## src/rtl/intc_pkg.sv

```systemverilog
package intc_pkg;
  localparam int MASK_BIT  = 31;
  localparam int ROUTE_BIT = 30;
  localparam int POL_BIT   = 23;
  localparam int SENSE_BIT = 22;
  localparam int PRIO_LSB  = 16;
  localparam int PRIO_W    = 4;

  typedef enum logic [1:0] {
    CLS_EXT = 2'd0,
    CLS_INT = 2'd1,
    CLS_TMR = 2'd2
  } src_cls_e;
endpackage

```

## src/rtl/intc_src.sv

```systemverilog
module intc_src
  import intc_pkg::*;
#(
  parameter int       VEC_W = 8,
  parameter src_cls_e CLS   = CLS_EXT
) (
  input  logic              clk_i,
  input  logic              rst_ni,
  input  logic              lvl_i,
  input  logic              we_i,
  input  logic [31:0]       wdata_i,
  input  logic              ack_clr_i,
  output logic [31:0]       rdata_o,
  output logic              pend_o,
  output logic [PRIO_W-1:0] prio_o,
  output logic [VEC_W-1:0]  vec_o,
  output logic              crit_o
);
  logic              mask_q, route_q, pol_q, sense_q, in_q, pend_q;
  logic [PRIO_W-1:0] prio_q;
  logic [VEC_W-1:0]  vec_q;
  logic              eff_level, rise, pend_d;

  generate
    if (CLS == CLS_INT) begin : g_int
      assign eff_level = 1'b1;
    end else if (CLS == CLS_TMR) begin : g_tmr
      assign eff_level = 1'b0;
    end else begin : g_ext
      assign eff_level = sense_q;
    end
  endgenerate

  assign rise = lvl_i & ~in_q;

  always_comb begin
    pend_d = pend_q;
    if (route_q)        pend_d = 1'b0;
    else if (eff_level) pend_d = lvl_i & ~mask_q;
    else if (rise)      pend_d = 1'b1;
    else if (ack_clr_i) pend_d = 1'b0;
  end

  always_ff @(posedge clk_i or negedge rst_ni) begin
    if (!rst_ni) begin
      mask_q  <= 1'b1;
      route_q <= 1'b0;
      pol_q   <= 1'b0;
      sense_q <= 1'b0;
      prio_q  <= '0;
      vec_q   <= '0;
      in_q    <= 1'b0;
      pend_q  <= 1'b0;
    end else begin
      in_q   <= lvl_i;
      pend_q <= pend_d;
      if (we_i) begin
        mask_q  <= wdata_i[MASK_BIT];
        route_q <= wdata_i[ROUTE_BIT];
        pol_q   <= (CLS == CLS_TMR) ? 1'b0 : wdata_i[POL_BIT];
        sense_q <= (CLS == CLS_EXT) ? wdata_i[SENSE_BIT] : 1'b0;
        prio_q  <= wdata_i[PRIO_LSB +: PRIO_W];
        vec_q   <= wdata_i[VEC_W-1:0];
      end
    end
  end

  always_comb begin
    rdata_o                       = '0;
    rdata_o[MASK_BIT]             = mask_q;
    rdata_o[ROUTE_BIT]            = route_q;
    rdata_o[POL_BIT]              = pol_q;
    rdata_o[SENSE_BIT]            = sense_q;
    rdata_o[PRIO_LSB +: PRIO_W]   = prio_q;
    rdata_o[VEC_W-1:0]            = vec_q;
  end

  assign pend_o = pend_q & ~mask_q & ~route_q;
  assign prio_o = prio_q;
  assign vec_o  = vec_q;
  assign crit_o = route_q & lvl_i;

  p_lvl_drop_r3: assert property (@(posedge clk_i) disable iff (!rst_ni)
    (eff_level && !lvl_i) |=> !pend_q);
  p_lvl_mask_r3: assert property (@(posedge clk_i) disable iff (!rst_ni)
    (eff_level && mask_q) |=> !pend_q);
  p_edge_latch_r4: assert property (@(posedge clk_i) disable iff (!rst_ni)
    (!eff_level && !route_q && lvl_i && !in_q) |=> pend_q);
endmodule

```

## src/rtl/intc_arb.sv

```systemverilog
module intc_arb #(
  parameter int N     = 8,
  parameter int PW    = 4,
  localparam int IDX_W = (N > 1) ? $clog2(N) : 1
) (
  input  logic [N-1:0]          req_i,
  input  logic [N-1:0][PW-1:0]  prio_i,
  output logic                  valid_o,
  output logic [IDX_W-1:0]      idx_o,
  output logic signed [PW:0]    top_o
);
  always_comb begin
    valid_o = 1'b0;
    idx_o   = '0;
    top_o   = '1;
    for (int i = 0; i < N; i++) begin
      if (req_i[i] && (!valid_o || $signed({1'b0, prio_i[i]}) > top_o)) begin
        valid_o = 1'b1;
        idx_o   = IDX_W'(i);
        top_o   = $signed({1'b0, prio_i[i]});
      end
    end
  end
endmodule

```

## src/rtl/prio_intc.sv

```systemverilog
module prio_intc
  import intc_pkg::*;
#(
  parameter int           NUM_SRC   = 8,
  parameter int           VEC_W     = 8,
  parameter int           ADDR_W    = 4,
  parameter logic [7:0]   INT_CLASS = 8'b0011_0000,
  parameter logic [7:0]   TMR_CLASS = 8'b1100_0000
) (
  input  logic               clk_i,
  input  logic               rst_ni,
  input  logic [NUM_SRC-1:0] src_i,
  input  logic               reg_we_i,
  input  logic               reg_re_i,
  input  logic [ADDR_W-1:0]  reg_addr_i,
  input  logic [31:0]        reg_wdata_i,
  output logic [31:0]        reg_rdata_o,
  output logic               irq_o,
  output logic               crit_o
);
  localparam int IDX_W     = (NUM_SRC > 1) ? $clog2(NUM_SRC) : 1;
  localparam int CTPR_ADDR = NUM_SRC;
  localparam int ACK_ADDR  = NUM_SRC + 1;
  localparam int EOI_ADDR  = NUM_SRC + 2;
  localparam int SPUR_ADDR = NUM_SRC + 3;

  logic [NUM_SRC-1:0][31:0]       src_rdata;
  logic [NUM_SRC-1:0][PRIO_W-1:0] src_prio;
  logic [NUM_SRC-1:0][VEC_W-1:0]  src_vec;
  logic [NUM_SRC-1:0]             src_pend, src_crit, ack_clr;
  logic [NUM_SRC-1:0]             isr_q, isr_d;
  logic [PRIO_W-1:0]              ctpr_q;
  logic [VEC_W-1:0]               spur_q;

  logic                           pend_valid, isr_valid;
  logic [IDX_W-1:0]               pend_idx, isr_idx;
  logic signed [PRIO_W:0]         pend_top, isr_top, ctpr_s;
  logic                           deliver, ack_rd, ack_fire, eoi_fire;

  for (genvar i = 0; i < NUM_SRC; i++) begin : g_src
    localparam src_cls_e C = INT_CLASS[i] ? CLS_INT : (TMR_CLASS[i] ? CLS_TMR : CLS_EXT);
    intc_src #(.VEC_W(VEC_W), .CLS(C)) u_src (
      .clk_i     (clk_i),
      .rst_ni    (rst_ni),
      .lvl_i     (src_i[i]),
      .we_i      (reg_we_i && reg_addr_i == ADDR_W'(i)),
      .wdata_i   (reg_wdata_i),
      .ack_clr_i (ack_clr[i]),
      .rdata_o   (src_rdata[i]),
      .pend_o    (src_pend[i]),
      .prio_o    (src_prio[i]),
      .vec_o     (src_vec[i]),
      .crit_o    (src_crit[i])
    );
    assign ack_clr[i] = ack_fire && pend_idx == IDX_W'(i);
  end

  intc_arb #(.N(NUM_SRC), .PW(PRIO_W)) u_pend_arb (
    .req_i   (src_pend & ~isr_q),
    .prio_i  (src_prio),
    .valid_o (pend_valid),
    .idx_o   (pend_idx),
    .top_o   (pend_top)
  );

  intc_arb #(.N(NUM_SRC), .PW(PRIO_W)) u_isr_arb (
    .req_i   (isr_q),
    .prio_i  (src_prio),
    .valid_o (isr_valid),
    .idx_o   (isr_idx),
    .top_o   (isr_top)
  );

  assign ctpr_s   = $signed({1'b0, ctpr_q});
  assign deliver  = pend_valid && (pend_top > ctpr_s) && (pend_top > isr_top);
  assign ack_rd   = reg_re_i && reg_addr_i == ADDR_W'(ACK_ADDR);
  assign ack_fire = ack_rd && deliver;
  assign eoi_fire = reg_we_i && reg_addr_i == ADDR_W'(EOI_ADDR) && isr_valid;

  always_comb begin
    isr_d = isr_q;
    if (eoi_fire) isr_d[isr_idx]  = 1'b0;
    if (ack_fire) isr_d[pend_idx] = 1'b1;
  end

  always_ff @(posedge clk_i or negedge rst_ni) begin
    if (!rst_ni) begin
      isr_q  <= '0;
      ctpr_q <= '1;
      spur_q <= '1;
    end else begin
      isr_q <= isr_d;
      if (reg_we_i && reg_addr_i == ADDR_W'(CTPR_ADDR)) ctpr_q <= reg_wdata_i[PRIO_W-1:0];
      if (reg_we_i && reg_addr_i == ADDR_W'(SPUR_ADDR)) spur_q <= reg_wdata_i[VEC_W-1:0];
    end
  end

  always_comb begin
    reg_rdata_o = '0;
    for (int i = 0; i < NUM_SRC; i++)
      if (reg_addr_i == ADDR_W'(i)) reg_rdata_o = src_rdata[i];
    if (reg_addr_i == ADDR_W'(CTPR_ADDR)) reg_rdata_o[PRIO_W-1:0] = ctpr_q;
    if (reg_addr_i == ADDR_W'(ACK_ADDR))
      reg_rdata_o[VEC_W-1:0] = deliver ? src_vec[pend_idx] : spur_q;
    if (reg_addr_i == ADDR_W'(SPUR_ADDR)) reg_rdata_o[VEC_W-1:0] = spur_q;
  end

  assign irq_o  = deliver;
  assign crit_o = |src_crit;

  p_ack_isr_r6: assert property (@(posedge clk_i) disable iff (!rst_ni)
    (ack_rd && irq_o) |=> isr_q[$past(pend_idx)]);
  p_spur_hold_r7: assert property (@(posedge clk_i) disable iff (!rst_ni)
    (ack_rd && !irq_o && !reg_we_i) |=> $stable(isr_q));
  p_eoi_idle_r8: assert property (@(posedge clk_i) disable iff (!rst_ni)
    (reg_we_i && reg_addr_i == ADDR_W'(EOI_ADDR) && isr_q == '0 && !(ack_rd && irq_o))
      |=> isr_q == '0);
  p_crit_excl_r9: assert property (@(posedge clk_i) disable iff (!rst_ni)
    (ack_rd && irq_o) |-> !src_crit[pend_idx]);
endmodule

```

## config.mk

```make
export PLATFORM = sky130hd
export DESIGN_NAME = prio_intc
export DESIGN_NICKNAME = d
export VERILOG_FILES = /design/src/rtl/intc_pkg.sv /design/src/rtl/intc_src.sv /design/src/rtl/intc_arb.sv /design/src/rtl/prio_intc.sv
export SDC_FILE = /design/constraint.sdc
export NUM_CORES = 1
export LEC_CHECK = 0
export ABC_AREA = 1
export BUFFER_PORTS_ARGS = -buffer_cell sky130_fd_sc_hd__buf_4
export CAP_MARGIN = 20
export CORE_MARGIN = 5
export CORE_UTILIZATION = 63
export DETAILED_ROUTE_END_ITERATION = 12
export GPL_ROUTABILITY_DRIVEN = 0
export PLACE_DENSITY = 0.85
export SLEW_MARGIN = 20
export SYNTH_ARGS = -nofsm -noshare
export SYNTH_HDL_FRONTEND = slang
export SYNTH_HIERARCHICAL = 1
export SYNTH_SLANG_ARGS = --single-unit
```

## constraint.sdc

```tcl
create_clock -name clk_i -period 16.1 [get_ports clk_i]
set_input_delay 2.415 -clock clk_i [delete_from_list [all_inputs] [get_ports clk_i]]
set_output_delay 2.415 -clock clk_i [all_outputs]
set_load 0.005 [all_outputs]
```

==> results of run 1 <==
[worst paths after layout]
check | from | to | slack [ns]
min in group asynchronous | rst_ni | g_src[7].u_src/prio_o[2] | 2.00
worst max-delay path | g_src[0].u_src/route_q | reg_rdata_o[1] | 1.43
worst max register to register | g_src[0].u_src/route_q | g_src[0].u_src/pend_q | 4.30
worst min-delay path | g_src[4].u_src/mask_q | g_src[4].u_src/mask_q | 0.47
worst min register to register | g_src[4].u_src/mask_q | g_src[4].u_src/mask_q | 0.47
max in group asynchronous | rst_ni | g_src[0].u_src/eff_level | 12.89
[state kept, by name, indices dropped and copies added (netlist names)]
signal / count
g_src.u_src/mask_q: 8
g_src.u_src/route_q: 8
g_src.u_src/in_q: 6
g_src.u_src/prio_o: 32
spur_q: 8
isr_q: 8
ctpr_q: 4
g_src.u_src/pol_q: 6
g_src.u_src/vec_o: 64
g_src.u_src/eff_level: 4
g_src.u_src/pend_q: 8
[cell usage in the layout (no fill, tap or decap), types with 4 or more instances in the layout]
master      instances
conb_1            134
and2_1             24
nand3_2            51
nand2_1           666
inv_1             239
nand2_2            34
clkbuf_16          17
o21ai_1            11
nand3_1            54
ha_1               61
clkinvlp_4          4
nor3_2              5
dfstp_2            20
o21ai_0            99
nor3_1              4
a21oi_1            75
inv_2              16
o21ai_2            28
nand4_1            82
nor2_2             20
dfrtp_1           136
or2_2              20
o41ai_1             8
buf_4              64
nor2_1             81
nor2_4              5
[final cells by class]
class	instances	area [um2]	area share, %
Multi-Input combinational cell	1472	7466	53.91
Sequential cell	156	3929	28.37
Clock inverter	14	170.2	1.229
Clock buffer	18	439.2	3.171
Timing Repair Buffer	66	503.0	3.632
Inverter	260	985.9	7.119
Tap cell	285	356.6	2.575
[worst min-delay path: cells and delay by family (launching register included)]
family	cells	cell delay [ns]
AND/OR/NAND/NOR	2	0.09
flip-flops	1	0.38
[stage by stage]
stage | std cells | total power (W) | worst slack [ns] | hold slack (ns)
finish | 2271 | 0.001782 | 1.425 | 0.4726
CTS | 2271 | 0.001765 | 1.556 | 0.4751
global route | 2271 | 0.001916 | 0.1018 | 0.4938
global placement | 2239 | 0.001301 | 2.548 | 0.4589
detailed placement | 2239 | 0.001346 | 2.092 | 0.4601
floorplan | 2199 | 0.001240 | 4.165 | 0.4431
[layer usage]
layer,wire (um),share of wire [%],vias up,GRT usage [%]
met4,1722,4.9,0,14.00
met2,16850,48,525,46.83
met3,2456,7.0,138,5.055
li1,-,-,5957,-
met5,0,0,-,0
met1,13910,40,5729,32.82
[power breakdown]
group	total, W	internal (W)	leakage [nW]	switching (W)
logic	0.000786	0.000272	5.07	0.000515
registers	0.000583	0.000484	1.88	0.0000983
clock network	0.000414	0.000248	0.288	0.000166
total	0.00178	0.00100	7.23	0.000779
==> metrics.txt, run 1 <==
vias in the first global route=12160; Slew Viols, Final=0; RSZ-0062 raised after global routing=no; dpl hpwl=25440 um; # rows=55; post-route cell area=13850 um2; cts hold-fix bufs=0; CP dominant cell by count=nand2_1; DR pass1 iterations=6; vias after detailed routing=~12000; Setup-failing EPs final=0; CP Class=reg2out; Finished Core Util=about three fifths; DR WL/cell=approximately 15 um; max-cap viol count=0; Cell Area, Placed=approximately 13000 um2; Clock Sinks=156; Hold Crit Class=reg2reg; Max rail drop VDD=78.57 uV; ant diodes=0; type of origin of the critical path=flip-flop; first-pass GRT wire length=57860 um; Vias/cell=around 5.4; Die Span Y=about 160 um; setup TNS=0 ns; CP Max Fanout=12; clock buffer depth=2; # H-tree levels=4; Worst EP arrival=around 12 ns; # resized after CTS=0; count of final hold-check violations=0; DRC viols=0; Worst EP required=around 14 ns; Period minus WS final=14.67 ns; initial antenna violation count=0; Fill cells=approximately 2000; Leakage=~7.2 nW; Total GRT Usage=27.32%; max frequency=around 68 MHz; worst stage delay on the critical path=0.82 ns; Worst-Margin Slew=~1.0 ns; DIE WIDTH=around 160 um; cell area power density=around 130 nW/um2; CTS Buf Count=17; Syn Inst Count=slightly above 2000; Max-slew headroom=30.02%; final cycle utilization of the critical path=between 90% and 100%; # IOs=between 80 and 90; die footprint=~26000 um2; Placeable Area=~22000 um2; Worst Skew=0.007243 ns; layout cells sized above 1=about 15%; warnings from Yosys=6; WP depth=72; synthesized area=14260 um2; Layout area overhead=-2.861%; CP top delay family=simple AND/OR/NAND/NOR gates; Buffers & Inverters on Critical Path=7; grt ovf=0; Worst-Skew Late Latency=0.43 ns; hold depth=2; CP endpoint kind=output port; Starting Density=about 64%; Post-Route WL=~35000 um; clk slew on worst S/H paths=roughly 0.060 ns; Syn Area/Cell=a little under 7 um2; worst reg2reg path depth=76; nets=2082; CTS tree=yes; clk root buf=clkbuf_16; initial DRC count=1214; DRT antenna net count=0; status=finished clean; largest net degree at the start of global routing=82; post-CTS setup buffer count=0; slowest CP cell=nor2_1; port bufs=approximately 50
(Power assumes the default switching activity.)
==> run 2, diff against run 1 <==
- CORE_ASPECT_RATIO: default -> 1.75
==> run 2 against run 1 <==
Net effect:
- sequential power is 0.9% higher
- critical path depth stayed put
- non-clock buffer count stayed put
- critical endpoint is now reg_rdata_o[5]
- maximum frequency is 0.71% lower
- first-iteration DRC count is 24% higher
- clock power hardly changed
- wire length is 8.4% higher
- utilization is 0.26 points lower
- via count is 2.1% higher
==> metrics.txt, run 2 (same netlist as run 1, synthesis figures left out) <==
DR WL/cell=16.57 um (was 15.38 um); worst hold endpoint=g_src[4].u_src/mask_q (unchanged); hold depth=2 (unchanged); Leakage=7.233 nW (was 7.232 nW); Slew Viols, Final=0 (unchanged); Total GRT Usage=30.14% (was 27.32%); post-CTS setup buffer count=0 (unchanged); # rows=73 (was 55); CP endpoint kind=output port (unchanged); Max rail drop VDD=84.26 uV (was 78.57 uV); first-pass GRT wire length=61000 um (was 57860 um); vias in the first global route=12390 (was 12160); layout cells sized above 1=15.31% (was 15.36%); CP Max Fanout=17 (was 12); RSZ-0062 raised after global routing=no (unchanged); Finished Core Util=61.48% (was 61.73%); max FFs per register=64 (unchanged); internal power=0.001004 W (about the same); Placeable Area=22560 um2 (was 22430 um2); most common cell after layout, fill and taps aside=nand2_1 (unchanged); # H-tree levels=4 (unchanged); grt met1 use=32.07% (was 32.82%); busiest grt layer=met2 (unchanged); placed insts=2254 (was 2239); Die Span Y=209.0 um (was 160.4 um); sequential power share=32.8% (was 32.7%); r2r startpoint=g_src[0].u_src/route_q (unchanged); # resized after CTS=0 (unchanged); DRC viols=0 (unchanged); Worst EP required=13.69 ns (about the same); CTS Buf Count=17 (unchanged); hold_sp=g_src[4].u_src/mask_q (unchanged); Sw Pwr=0.0007904 W (was 0.0007788 W); Critical R2R Capture=g_src[1].u_src/pend_q (was g_src[0].u_src/pend_q); status=finished clean (unchanged); nets=2082 (unchanged); Hold Crit Class=reg2reg (unchanged); Setup-failing EPs final=0 (unchanged); Period minus WS final=14.78 ns (was 14.67 ns); Worst Skew=0.009241 ns (was 0.007243 ns); grt ovf=0 (unchanged); worst reg2reg path depth=70 (was 76); dpl hpwl=27290 um (was 25440 um); clk slew on worst S/H paths=0.07 ns (was 0.06 ns); initial antenna violation count=0 (unchanged); post-route cell area=13870 um2 (was 13850 um2); most frequent cells in the layout=nand2_1, inv_1, dfrtp_1 (unchanged); Combinational Power Share=44.0% (was 44.1%); die footprint=25860 um2 (was 25740 um2); Worst-Skew Late Latency=0.44 ns (was 0.43 ns); slowest CP cell=clkinv_1 (was nor2_1); # IOs=82 (unchanged); Final Hold Slack=0.4794 ns (was 0.4726 ns); fin cells=2286 (was 2271); DRT antenna net count=0 (unchanged); Max-slew headroom=30.85% (was 30.02%); type of origin of the critical path=flip-flop (unchanged); ant diodes=0 (unchanged); Layout area overhead=-2.720% (was -2.861%); M3 GR Usage=5.307% (was 5.055%); net switching fraction of the power=44.05% (was 43.69%); port bufs=49 (unchanged); initial DRC count=1502 (was 1214); Post-Route WL=37880 um (was 34940 um); Vias/cell=5.516 (was 5.438); setup TNS=0 ns (unchanged); clk root buf=clkbuf_16 (unchanged); r2r setup slk=4.28 ns (was 4.30 ns); CP Class=reg2out (unchanged); Cell Area, Placed=13260 um2 (was 13240 um2); cell area power density=129.4 nW/um2 (was 128.7 nW/um2); CTS tree=yes (unchanged); worst stage delay on the critical path=0.71 ns (was 0.82 ns); Clock Sinks=156 (unchanged); vias after detailed routing=12610 (was 12350); max-cap viol count=0 (unchanged); clock power share=23.2% (about the same); DIE WIDTH=123.7 um (was 160.4 um); cts hold-fix bufs=0 (unchanged); CP dominant cell by count=nand2_1 (unchanged); max frequency=67.66 MHz (was 68.14 MHz); clock buffer depth=2 (unchanged); grt met2 use=50.93% (was 46.83%); Starting Density=63.20% (was 63.55%); count of final hold-check violations=0 (unchanged); DR pass1 iterations=7 (was 6); largest net degree at the start of global routing=107 (was 82); final cycle utilization of the critical path=91.80% (was 91.15%); Worst EP arrival=12.37 ns (was 12.26 ns); Worst-Margin Slew=1.033 ns (was 1.049 ns)
[run 2: cell count changes in the layout (fill, tap and decap cells not counted)]
cell      previous run  this run
buf_4               64        65
buf_6                2         1
clkbuf_1             0         1
clkinv_2             3         2
clkinv_4             3         2
inv_6                3         4
nor3_2               5         4
nor3_4               0         1
[run 2: cell type report]
cell class / count / area [um2]
flip-flops and latches: 156 / 3929
well taps: 300 / 375.4
inverters: 260 / 985.9
clock buffers: 19 / 442.9
repair buffers: 66 / 499.2
multi-input cells: 1472 / 7472
clock inverters: 13 / 165.2
fillers: 1974 / 8691
[run 2: critical path: cells and delay by family, from the launching register on]
kind                       cells  cell delay, ns
AOI/OAI and AO/OA             19            2.37
DFF                            1            0.42
buffers and inverters          7            1.43
adders and majority gates      7            1.88
and+or+nand+nor               39            5.80
[run 2: per-stage QoR]
step	total power, W	worst slack [ns]
floorplan	0.001240	4.165
global placement	0.001316	2.358
detailed placement	0.001355	2.020
CTS	0.001774	1.518
global route	0.001924	0.1163
finish	0.001794	1.320
[run 2: layer usage]
layer  vias up  share of wire (%)
met3       247                7.4
met2       677                 49
li1       5953                  -
met4         0                9.3
met1      5733                 34
met5         -                  0
[run 2: how the worst max path moves through the flow]
stage	start	to	slack [ns]	cells after the start
4_1_cts	g_src[0].u_src/route_q	reg_rdata_o[5]	1.52	72
5_1_grt	g_src[0].u_src/route_q	reg_rdata_o[5]	0.12	78
6_report	g_src[0].u_src/route_q	reg_rdata_o[5]	1.32	72
3_3_place_gp	g_src[0].u_src/route_q	reg_rdata_o[2]	2.36	73
2_1_floorplan	g_src[0].u_src/route_q	reg_rdata_o[0]	4.16	75
3_5_place_dp	g_src[0].u_src/route_q	reg_rdata_o[2]	2.02	73
[run 2: power by group through the flow]
stage               Clock (W)  Sequential, W  Combinational [W]
floorplan                   0       0.000553           0.000686
global placement            0       0.000585           0.000732
detailed placement          0       0.000589           0.000766
CTS                  0.000418       0.000583           0.000772
global route         0.000435       0.000598           0.000891
finish               0.000417       0.000588           0.000790
